$ cat src/rtl/i2creg_pkg.sv
package i2creg_pkg;

    localparam int DEV_W    = 7;
    localparam int BYTE_W   = 8;
    localparam int BIT_CW   = $clog2(BYTE_W + 1);
    localparam logic [BIT_CW-1:0] ACK_SLOT = BIT_CW'(BYTE_W);

    typedef enum logic [1:0] {
        PH_IDLE,
        PH_START,
        PH_SHIFT,
        PH_STOP
    } phase_e;

    // which byte of the compound sequence is on the wire
    typedef enum logic [2:0] {
        BY_ADDR_W,
        BY_REG,
        BY_DATA,
        BY_ADDR_R,
        BY_READ
    } byte_e;

    typedef struct packed {
        logic              rd;
        logic [DEV_W-1:0]  dev;
        logic [BYTE_W-1:0] regad;
        logic [BYTE_W-1:0] wdata;
    } cmd_t;

    function automatic logic [BYTE_W-1:0] load_byte(byte_e which, cmd_t c);
        case (which)
            BY_ADDR_W: load_byte = {c.dev, 1'b0};
            BY_REG:    load_byte = c.regad;
            BY_DATA:   load_byte = c.wdata;
            BY_ADDR_R: load_byte = {c.dev, 1'b1};
            default:   load_byte = '1;
        endcase
    endfunction

endpackage

$ cat src/rtl/i2creg_tick.sv
module i2creg_tick #(
    parameter int QTR_CLKS = 125
) (
    input  logic clk,
    input  logic rst,
    input  logic restart,
    output logic tick
);
    localparam int CW = (QTR_CLKS > 1) ? $clog2(QTR_CLKS) : 1;
    localparam logic [CW-1:0] LAST = CW'(QTR_CLKS - 1);

    logic [CW-1:0] cnt;

    always_ff @(posedge clk) begin
        if (rst || restart) begin
            cnt <= '0;
        end else if (cnt == LAST) begin
            cnt <= '0;
        end else begin
            cnt <= cnt + 1'b1;
        end
    end

    assign tick = !restart && (cnt == LAST);
endmodule

$ cat src/rtl/i2creg_sync.sv
module i2creg_sync #(
    parameter int STAGES = 2
) (
    input  logic clk,
    input  logic rst,
    input  logic din,
    output logic dout
);
    logic [STAGES-1:0] ff;

    generate
        if (STAGES == 1) begin : g_one
            always_ff @(posedge clk) begin
                if (rst) ff <= '1;
                else     ff <= din;
            end
        end else begin : g_chain
            always_ff @(posedge clk) begin
                if (rst) ff <= '1;
                else     ff <= {ff[STAGES-2:0], din};
            end
        end
    endgenerate

    assign dout = ff[STAGES-1];
endmodule

$ cat src/rtl/i2creg_seq.sv
module i2creg_seq
    import i2creg_pkg::*;
(
    input  logic              clk,
    input  logic              rst,
    input  logic              tick,
    input  logic              start,
    input  cmd_t              cmd_in,
    input  logic              sda_smp,
    output logic              accept,
    output logic [BYTE_W-1:0] rdata,
    output logic              busy,
    output logic              done,
    output logic              nack,
    output logic              scl_oe,
    output logic              sda_oe
);
    phase_e            phase;
    byte_e             which, follow;
    cmd_t              cmd;
    logic [1:0]        q;
    logic [BIT_CW-1:0] bitn;
    logic [BYTE_W-1:0] shreg;
    logic              got_nack;
    logic              last;

    assign accept = start && (phase == PH_IDLE);

    always_comb begin
        case (which)
            BY_ADDR_W: follow = BY_REG;
            BY_REG:    follow = cmd.rd ? BY_ADDR_R : BY_DATA;
            default:   follow = BY_READ;
        endcase
        last = (which == BY_DATA) || (which == BY_READ);
    end

    always_ff @(posedge clk) begin
        if (rst) begin
            phase    <= PH_IDLE;
            which    <= BY_ADDR_W;
            cmd      <= '0;
            q        <= '0;
            bitn     <= '0;
            shreg    <= '0;
            got_nack <= 1'b0;
            rdata    <= '0;
            busy     <= 1'b0;
            done     <= 1'b0;
            nack     <= 1'b0;
            scl_oe   <= 1'b0;
            sda_oe   <= 1'b0;
        end else begin
            done <= 1'b0;
            if (accept) begin
                cmd      <= cmd_in;
                phase    <= PH_START;
                which    <= BY_ADDR_W;
                q        <= '0;
                busy     <= 1'b1;
                nack     <= 1'b0;
                got_nack <= 1'b0;
                scl_oe   <= 1'b1;
            end else if (tick && phase != PH_IDLE) begin
                q <= q + 2'd1;
                case (q)
                    2'd0: begin // middle of SCL low: place SDA
                        case (phase)
                            PH_START: sda_oe <= 1'b0;
                            PH_STOP:  sda_oe <= 1'b1;
                            default:  sda_oe <= (bitn != ACK_SLOT && which != BY_READ)
                                                ? ~shreg[BYTE_W-1] : 1'b0;
                        endcase
                    end
                    2'd1: scl_oe <= 1'b0;
                    2'd2: begin // middle of SCL high: sample or make a condition
                        case (phase)
                            PH_START: sda_oe <= 1'b1;
                            PH_STOP:  sda_oe <= 1'b0;
                            default: begin
                                if (bitn != ACK_SLOT)
                                    shreg <= {shreg[BYTE_W-2:0], sda_smp};
                                else if (which != BY_READ)
                                    got_nack <= sda_smp;
                            end
                        endcase
                    end
                    default: begin // end of the bit cell
                        scl_oe <= 1'b1;
                        case (phase)
                            PH_START: begin
                                phase <= PH_SHIFT;
                                bitn  <= '0;
                                shreg <= load_byte(which, cmd);
                            end
                            PH_STOP: begin
                                phase  <= PH_IDLE;
                                scl_oe <= 1'b0;
                                busy   <= 1'b0;
                                done   <= 1'b1;
                                nack   <= got_nack;
                            end
                            default: begin
                                if (bitn != ACK_SLOT) begin
                                    bitn <= bitn + 1'b1;
                                end else begin
                                    bitn <= '0;
                                    if (got_nack || last) begin
                                        phase <= PH_STOP;
                                        if (which == BY_READ && !got_nack)
                                            rdata <= shreg;
                                    end else begin
                                        which <= follow;
                                        if (which == BY_REG && cmd.rd)
                                            phase <= PH_START;
                                        else
                                            shreg <= load_byte(follow, cmd);
                                    end
                                end
                            end
                        endcase
                    end
                endcase
            end
        end
    end
endmodule

$ cat src/rtl/i2creg_master.sv
module i2creg_master
    import i2creg_pkg::*;
#(
    parameter int QTR_CLKS    = 125,
    parameter int SYNC_STAGES = 2
) (
    input  logic              clk,
    input  logic              rst,
    input  logic              cmd_start,
    input  logic              cmd_read,
    input  logic [DEV_W-1:0]  cmd_dev,
    input  logic [BYTE_W-1:0] cmd_reg,
    input  logic [BYTE_W-1:0] cmd_wdata,
    output logic [BYTE_W-1:0] rsp_rdata,
    output logic              rsp_busy,
    output logic              rsp_done,
    output logic              rsp_nack,
    output logic              scl_oe,
    output logic              sda_oe,
    input  logic              sda_in
);
    logic tick, accept, sda_smp;
    cmd_t cmd_in;

    assign cmd_in = '{rd: cmd_read, dev: cmd_dev, regad: cmd_reg, wdata: cmd_wdata};

    i2creg_tick #(.QTR_CLKS(QTR_CLKS)) u_tick (
        .clk     (clk),
        .rst     (rst),
        .restart (accept),
        .tick    (tick)
    );

    i2creg_sync #(.STAGES(SYNC_STAGES)) u_sync (
        .clk  (clk),
        .rst  (rst),
        .din  (sda_in),
        .dout (sda_smp)
    );

    i2creg_seq u_seq (
        .clk     (clk),
        .rst     (rst),
        .tick    (tick),
        .start   (cmd_start),
        .cmd_in  (cmd_in),
        .sda_smp (sda_smp),
        .accept  (accept),
        .rdata   (rsp_rdata),
        .busy    (rsp_busy),
        .done    (rsp_done),
        .nack    (rsp_nack),
        .scl_oe  (scl_oe),
        .sda_oe  (sda_oe)
    );
endmodule

$ cat config.mk
export PLATFORM = sky130hd
export DESIGN_NAME = i2creg_master
export DESIGN_NICKNAME = d
export VERILOG_FILES = /design/src/rtl/i2creg_pkg.sv /design/src/rtl/i2creg_tick.sv /design/src/rtl/i2creg_sync.sv /design/src/rtl/i2creg_seq.sv /design/src/rtl/i2creg_master.sv
export SDC_FILE = /design/constraint.sdc
export NUM_CORES = 1
export LEC_CHECK = 0
export BUFFER_PORTS_ARGS = -buffer_cell sky130_fd_sc_hd__buf_2
export CAP_MARGIN = 20
export CORE_MARGIN = 1
export CORE_UTILIZATION = 50
export DETAILED_ROUTE_END_ITERATION = 12
export GPL_TIMING_DRIVEN = 1
export PLACE_DENSITY = 0.77
export SETUP_SLACK_MARGIN = 0.3
export SKIP_CTS_REPAIR_TIMING = 1
export SLEW_MARGIN = 5
export SYNTH_ARGS = -nofsm -noshare
export SYNTH_HDL_FRONTEND = slang
export SYNTH_HIERARCHICAL = 1
export SYNTH_SLANG_ARGS = --single-unit
$ cat constraint.sdc
create_clock -name clk -period 2.97 [get_ports clk]
set_clock_uncertainty 0.1 [all_clocks]
set_input_delay 0.297 -clock clk [delete_from_list [all_inputs] [get_ports clk]]
set_output_delay 0.297 -clock clk [all_outputs]
set_load 0.05 [all_outputs]
==> results.yml, run 1 <==
status:
  status: "finished clean"
detailed_routing:
  drc: 0
  viasPerCell: 5.65
  ant_nets: 0
  wl_per_cell_um: 14.0
  vias: 2973
  totalWireLength_mm: 7.36
  drtPass1Iterations: 5
  drt_iter0_markers: 139
cells_and_area:
  final_cells: 526
  fill_cells: 573
  syn2layout_area_growth_pct: 14.0
  nNetsFinal: 480
  antenna_cells: 0
  largest_reg_flops: 24
  final_util: 0.589
  drive_gt1_frac: 0.156
global_route:
  antenna_found_initial: 0
  grt_max_degree: 30
  grt_usage: 0.229
  grt_overflow: 0
  grt_pass1_wl_mm: 11.8
  grt_pass1_vias: 2531
sta:
  finalHoldViolCount: 0
  rsz0062_at_grt: "no"
  fin_hold_ws_ns: 0.0503
  setup_viol: 0
  finalSetupTns_ns: 0
  max_freq_mhz: 399
  post-route-period-util: 0.845
  final_period_minus_worst_setup_slack_ns: 2.51
  fin_ws_ns: 0.461
  worst-slew-pin-transition_ns: 0.588
  relSlewSlack: 0.607
  drv_slew: 0
clock_tree:
  cts_max_level: 3
  clockBufferDepth: 2
  cts.clk_slew.worst_paths_ns: 0.07
  ctsRootBufferMaster: "clkbuf_8"
  cts_tree: "built"
  cts_buffers: 9
  clk-insertion-delay-late_ns: 0.34
  numClockSinks: 66
yosys:
  synth-edff-count: 0
  ys_async_sr_fraction: 0
  synth_cell_type_count: 56
  ys_seq_area_frac: 0.405
  syn_nets: 445
  yosysWarnings: 6
  netlist_area_um2: 3260
  synth_flop_cell: "dfxtp_1"
  synth_seq_cells: 66
  synthCells: 409
  syn_area_per_cell_um2: 7.98
die:
  dieArea_um2: 6850
  ios: 41
  core_um2: 6310
  start_util: 0.517
  dieHeight_um: 82.8
  std_cell_rows: 29
  dieWidth_um: 82.8
placed_design:
  hpwl_mm: 5.14
  placedCellCount: 508
  place_congestion: 0.903
  dp_slack_ns: 0.373
  portBuffers: 40
critical_path:
  start_kind: "register"
  rrSetupSlack_ns: 0.46
  cp_max_fo: 6
  critPathMaxStageDelay_ns: 0.46
  path_cells: "inv_1, ha_1, nand3_1, or2_1, nor2_4, and2_1, nand2_1, nor3_1, mux2i_1, nor2_1"
  crit_required_ns: 3.09
  reg2reg_to: "u_seq/which[1]"
  r2r-start: "u_tick/cnt[1]"
  crit_path_end: "u_seq/which[1]"
  reg2reg_depth: 10
  cp-end-kind: "register"
  slowest_stage: "nor3_1"
  critical_path_arrival_ns: 2.63
  path_class: "reg2reg"
  startpoint: "u_tick/cnt[1]"
min_path:
  hold_class: "in2reg"
  hold_start: "sda_in"
  min_path_cells: 2
power:
  p_per_area_nw_per_um2: 490
  leakage_uw: 0.00144
  ir_worst_vdd_v: 0.000331
job:
  cap_violations: 0
## power breakdown
group	total (µW)	switching, µW	internal, µW
combinational	165	102	63.7
sequential	936	24.0	912
clock	721	336	385
## synthesized netlist by cell type, drive strengths merged (4+ instances only)
cell	number	area share
nand2	71	0.082
dfxtp	66	0.40
a21oi	44	0.069
nor2	42	0.048
o21ai	18	0.028
mux2i	16	0.049
clkbuf	14	0.016
buf	11	0.019
inv	11	0.013
nand3	11	0.017
nand2b	9	0.017
a211oi	8	0.018
ha	8	0.031
nor3	6	0.0092
o22ai	6	0.012
o211ai	5	0.012
a31oi	4	0.0077
nor2b	4	0.0077
or2	4	0.0077
xnor2	4	0.011
xor2	4	0.011
## stage by stage
stage | area [µm²] | power [µW]
global route | 3720 | 1900
CTS | 3680 | 1830
finish | 3720 | 1820
detailed placement | 3500 | 1120
global placement | 3500 | 1110
floorplan | 3260 | 1060
## final cells by class
class / instances / area (µm²) / share of cell area
tap: 77 / 96.3 / 0.0259
timing repair buffer: 49 / 280 / 0.0754
clock buffer: 11 / 131 / 0.0353
multi-input combinational: 306 / 1790 / 0.481
inverter: 12 / 45.0 / 0.0121
sequential: 66 / 1320 / 0.355
clock inverter: 5 / 55.1 / 0.0148
## layout by cell type, fill, tap and decap left out, types with 9 or more instances in the layout
master / count
nand2b_1: 9
clkbuf_8: 9
buf_2: 40
o21ai_0: 18
mux2i_1: 16
dfxtp_1: 66
a21oi_1: 43
nor2_1: 41
nand2_1: 71
nand3_1: 11
inv_1: 11
## cell families (layout without fill, tap and decap cells)
family,after synthesis,in the layout,share of synthesized area
AOI/OAI and AO/OA,103,103,0.199
xor gates and xnor gates,8,8,0.0215
adders and majority gates,8,8,0.0307
buffers and inverters,37,77,0.0491
DFF,66,66,0.405
muxes,19,19,0.0594
and+or+nand+nor,168,168,0.236
## critical path, delay by kind of cell, from the launching register on
| family | cells | cell delay (ns) |
|---|---|---|
| multiplexers | 1 | 0.26 |
| adder cells (fa/ha/maj) | 1 | 0.20 |
| AND/OR/NAND/NOR | 7 | 1.39 |
| flip-flops | 1 | 0.35 |
| buffers and inverters | 1 | 0.10 |
## per-layer routing
| layer | track usage | vias up | wire, µm |
|---|---|---|---|
| met4 | 0.116 | 0 | 133 |
| met2 | 0.333 | 98 | 3280 |
| met1 | 0.315 | 1365 | 3560 |
| li1 | - | 1496 | - |
| met3 | 0.0514 | 14 | 381 |
| met5 | 0 | - | 0 |
## worst min path at each step
stage	slack, ns	to
after global placement	0.29	u_sync/ff[1]
after CTS	0.04	u_sync/ff[0]
after global routing	0.06	u_sync/ff[0]
after detailed placement	0.30	u_sync/ff[1]
final	0.05	u_sync/ff[0]
after floorplan	0.28	u_sync/ff[1]
Power figures use the tool's default switching activity.
==> run 2, diff against run 1 <==
Settings changed: PLACE_DENSITY 0.77 to 0.8.
Clock period 2.97 ns to 2.1 ns, I/O delays scaled along.
==> results.yml, run 2 (synthesized netlist as in run 1, its figures left out) <==
cells_and_area:
  mostFrequentLayoutCell: "nand2_1"
  final_cell_mix: "nand2_1, dfxtp_1, buf_2, nor2_1, a21oi_1"
  antenna_cells: 0
  syn2layout_area_growth_pct: 25.3
  drive_gt1_frac: 0.276
  finalInstanceArea_um2: 4090
  nNetsFinal: 506
  largest_reg_flops: 24
placed_design:
  place_congestion: 0.857
  hpwl_mm: 5.42
  portBuffers: 40
  postPlaceCellArea_um2: 3700
global_route:
  grt_pass1_vias: 2617
  grt_overflow: 0
  grt_usage: 0.237
  grt_pass1_wl_mm: 12.2
  grt_max_degree: 29
  antenna_found_initial: 0
critical_path:
  cp-end-kind: "register"
  path_cells: "inv_2, ha_4, nand3_2, or2_4, nor2_4, nand2b_1, a2111o_1, a221oi_4, buf_2, a21oi_2, a211oi_1"
  startpoint: "u_tick/cnt[0]"
  crit_required_ns: 2.27
  start_kind: "register"
  cp_max_fo: 4
  r2r-start: "u_tick/cnt[0]"
  critPathMaxStageDelay_ns: 0.35
  critical_path_arrival_ns: 2.44
  slowest_stage: "a2111o_1"
  path_class: "reg2reg"
die:
  std_cell_rows: 29
  dieHeight_um: 82.8
  dieArea_um2: 6850
  ios: 41
  start_util: 0.517
  dieWidth_um: 82.8
  core_um2: 6310
detailed_routing:
  vias: 3114
  ant_nets: 0
  drc: 0
  totalWireLength_mm: 8.01
  viasPerCell: 5.64
  wl_per_cell_um: 14.5
  drtPass1Iterations: 4
  drt_iter0_markers: 235
clock_tree:
  cts_buffers: 9
  cts_max_level: 3
  clockBufferDepth: 2
  numClockSinks: 66
  cts.clk_slew.worst_paths_ns: 0.07
  ctsRootBufferMaster: "clkbuf_8"
  clk-insertion-delay-late_ns: 0.35
  cts_tree: "built"
sta:
  finalHoldViolCount: 9
  relSlewSlack: 0.636
  post-route-period-util: 1.08
  worst-slew-pin-transition_ns: 0.545
  fin_hold_ws_ns: -0.00578
  final_period_minus_worst_setup_slack_ns: 2.28
  fin_ws_ns: -0.176
  max_freq_mhz: 439
  finalSetupTns_ns: -1.37
  drv_slew: 0
  rsz0062_at_grt: "yes"
  setup_viol: 12
power:
  p_sw_frac: 0.256
  p_int_uw: 1980
  leakage_uw: 0.00164
  seqPwrFrac: 0.497
  power_switching_uw: 680
  p_per_area_nw_per_um2: 650
  ir_worst_vdd_v: 0.000484
  total_power_uw: 2660
  clkPwrFrac: 0.401
  power_frac_comb: 0.102
status:
  violations: "hold timing, setup timing"
  status: "complete, but fails checks"
min_path:
  hold_class: "in2reg"
  hold_start: "cmd_wdata[5]"
job:
  cap_violations: 0
## run 2: metal layers
metal | wire length, µm | GRT usage | up-vias
met5 | 0 | 0 | -
met4 | 129 | 0.0931 | 0
met3 | 352 | 0.0470 | 15
met2 | 3780 | 0.370 | 88
met1 | 3750 | 0.320 | 1464
li1 | - | - | 1547
## run 2: worst paths after layout
check,slack (ns),depth (start not counted),end
max reg2reg,-0.18,11,u_seq/shreg[0]
min,-0.006,3,u_seq/cmd[5]
min reg2reg,0.31,1,u_sync/ff[1]
max,-0.18,11,u_seq/shreg[0]
## run 2: power groups by stage
stage / clock, µW / sequential [µW] / combinational, µW
6_report: 1060 / 1320 / 271
5_1_grt: 1130 / 1330 / 303
4_1_cts: 1080 / 1320 / 256
2_1_floorplan: 0 / 1350 / 161
3_5_place_dp: 0 / 1350 / 255
3_3_place_gp: 0 / 1350 / 248
## run 2: layout make-up
type | count | area, µm²
Clock inverter | 5 | 53.8
Sequential cell | 66 | 1330
Timing Repair Buffer | 75 | 488
Inverter | 12 | 50.0
Clock buffer | 11 | 141
Multi-Input combinational cell | 306 | 1930
Tap cell | 77 | 96.3
Fill cell | 523 | 2220
## run 2: per-stage QoR
stage | setup WS (ns) | std cells | hold WS [ns] | utilization
2_1_floorplan | -0.0571 | 409 | 0.207 | -
3_3_place_gp | -0.0595 | 528 | 0.293 | 0.587
3_5_place_dp | -0.168 | 528 | 0.295 | 0.587
4_1_cts | -0.185 | 544 | -0.0487 | 0.618
5_1_grt | -0.308 | 552 | 0.0000284 | 0.648
6_report | -0.176 | 552 | -0.00578 | 0.648
## run 2: critical path, delay by kind of cell (launching register included)
kind | cells | cell delay (ns)
simple gates | 4 | 0.48
compound gates | 4 | 0.87
buf+inv | 2 | 0.27
fa+ha+maj | 1 | 0.14
flops | 1 | 0.33
==> run 3, diff against run 2 <==
Settings changed: CELL_PAD_IN_SITES_DETAIL_PLACEMENT from default to 2, CELL_PAD_IN_SITES_GLOBAL_PLACEMENT from default to 2, CORE_UTILIZATION 50 to 31, PLACE_DENSITY 0.8 to 0.83.
==> results.yml, run 3 (synthesized netlist as in run 1, its figures left out) <==
status:
  status: "complete, but fails checks"
  violations: "hold timing, setup timing"
cells_and_area:
  syn2layout_area_growth_pct: 29.6
  final_cell_mix: "nand2_1, dfxtp_1, nor2_1, buf_2, a21oi_1"
  final_cells: 619
  largest_reg_flops: 24
  drive_gt1_frac: 0.280
  mostFrequentLayoutCell: "nand2_1"
  nNetsFinal: 516
  antenna_cells: 0
critical_path:
  cp-end-kind: "register"
  crit_required_ns: 2.25
  reg2reg_to: "u_seq/shreg[0]"
  r2r-start: "u_tick/cnt[0]"
  cp_max_fo: 9
  critical_path_arrival_ns: 2.57
  rrSetupSlack_ns: -0.32
  path_class: "reg2reg"
  reg2reg_depth: 11
  start_kind: "register"
global_route:
  grt_overflow: 0
  antenna_found_initial: 0
  grt_pass1_vias: 3419
  grt_max_degree: 29
  grt_pass1_wl_mm: 17.6
  grt_usage: 0.203
clock_tree:
  cts_buffers: 9
  clk-insertion-delay-late_ns: 0.35
  clockBufferDepth: 2
  cts.clk_slew.worst_paths_ns: 0.07
  cts_tree: "built"
  numClockSinks: 66
  cts_max_level: 3
  ctsRootBufferMaster: "clkbuf_8"
die:
  dieHeight_um: 105
  std_cell_rows: 37
  start_util: 0.318
  dieWidth_um: 105
  dieArea_um2: 10900
  ios: 41
  core_um2: 10300
sta:
  drv_slew: 0
  max_freq_mhz: 413
  fin_ws_ns: -0.320
  worst-slew-pin-transition_ns: 0.775
  relSlewSlack: 0.482
  setup_viol: 21
  post-route-period-util: 1.15
  final_period_minus_worst_setup_slack_ns: 2.42
  rsz0062_at_grt: "yes"
  finalHoldViolCount: 2
  fin_hold_ws_ns: -0.00310
power:
  ir_worst_vdd_v: 0.000200
  leakage_uw: 0.00168
  p_per_area_nw_per_um2: 604
  total_power_uw: 2550
detailed_routing:
  vias: 3276
  viasPerCell: 5.29
  wl_per_cell_um: 18.1
  drc: 0
  ant_nets: 0
  drtPass1Iterations: 4
  drt_iter0_markers: 131
  totalWireLength_mm: 11.2
placed_design:
  hpwl_mm: 7.66
  placedCellCount: 592
  portBuffers: 40
  place_congestion: 0.805
min_path:
  hold_path_end: "u_seq/cmd[20]"
  hold_class: "in2reg"
  min_path_cells: 3
  hold_start: "cmd_dev[4]"
job:
  cap_violations: 0
run 3: where the power goes:
group | internal [µW] | switching, µW | leakage, µW
combinational | 114 | 180 | 0.00106
clock | 444 | 494 | 0.0000810
sequential | 1290 | 33.4 | 0.000540
run 3: metal layers:
layer | part of all wire | vias to the layer above | wire [µm] | track usage
met5 | 0 | - | 0 | 0
met4 | 0.026 | 0 | 287 | 0.0785
met3 | 0.027 | 26 | 308 | 0.0287
met2 | 0.51 | 68 | 5730 | 0.353
met1 | 0.44 | 1618 | 4890 | 0.251
li1 | - | 1564 | - | -
run 3: area by class of cell:
cell class / instances / area (µm²)
Clock buffer: 11 / 141
Clock inverter: 3 / 17.5
Fill cell: 1206 / 6050
Inverter: 12 / 50.0
Multi-Input combinational cell: 306 / 1940
Sequential cell: 66 / 1330
Tap cell: 136 / 170
Timing Repair Buffer: 85 / 576
run 3: worst max path at each step:
stage	startpoint	endpoint
global placement	u_tick/cnt[0]	u_seq/shreg[7]
floorplan	u_tick/cnt[0]	u_seq/shreg[7]
finish	u_tick/cnt[0]	u_seq/shreg[0]
CTS	u_tick/cnt[1]	u_seq/shreg[5]
global route	u_tick/cnt[1]	u_seq/shreg[0]
detailed placement	u_tick/cnt[0]	u_seq/shreg[5]
run 3: stage by stage:
stage	utilization	setup TNS, ns	cell area [µm²]	setup WS, ns
floorplan	-	-0.364	3340	-0.0571
global placement	0.373	-0.380	3830	-0.0678
detailed placement	0.373	-2.05	3830	-0.252
CTS	0.388	-2.61	3990	-0.328
global route	0.411	-4.87	4230	-0.413
finish	0.411	-2.72	4230	-0.320
run 3: worst max-delay path, cell delays in order, from the launching register on:
cell	delay (ns)
dfxtp_2	0.33
inv_2	0.08
ha_4	0.14
nand3_2	0.07
or2_4	0.24
nor2_4	0.09
nand2b_1	0.10
a2111o_1	0.39
a221oi_4	0.26
buf_12	0.17
a21oi_1	0.07
a211oi_1	0.27
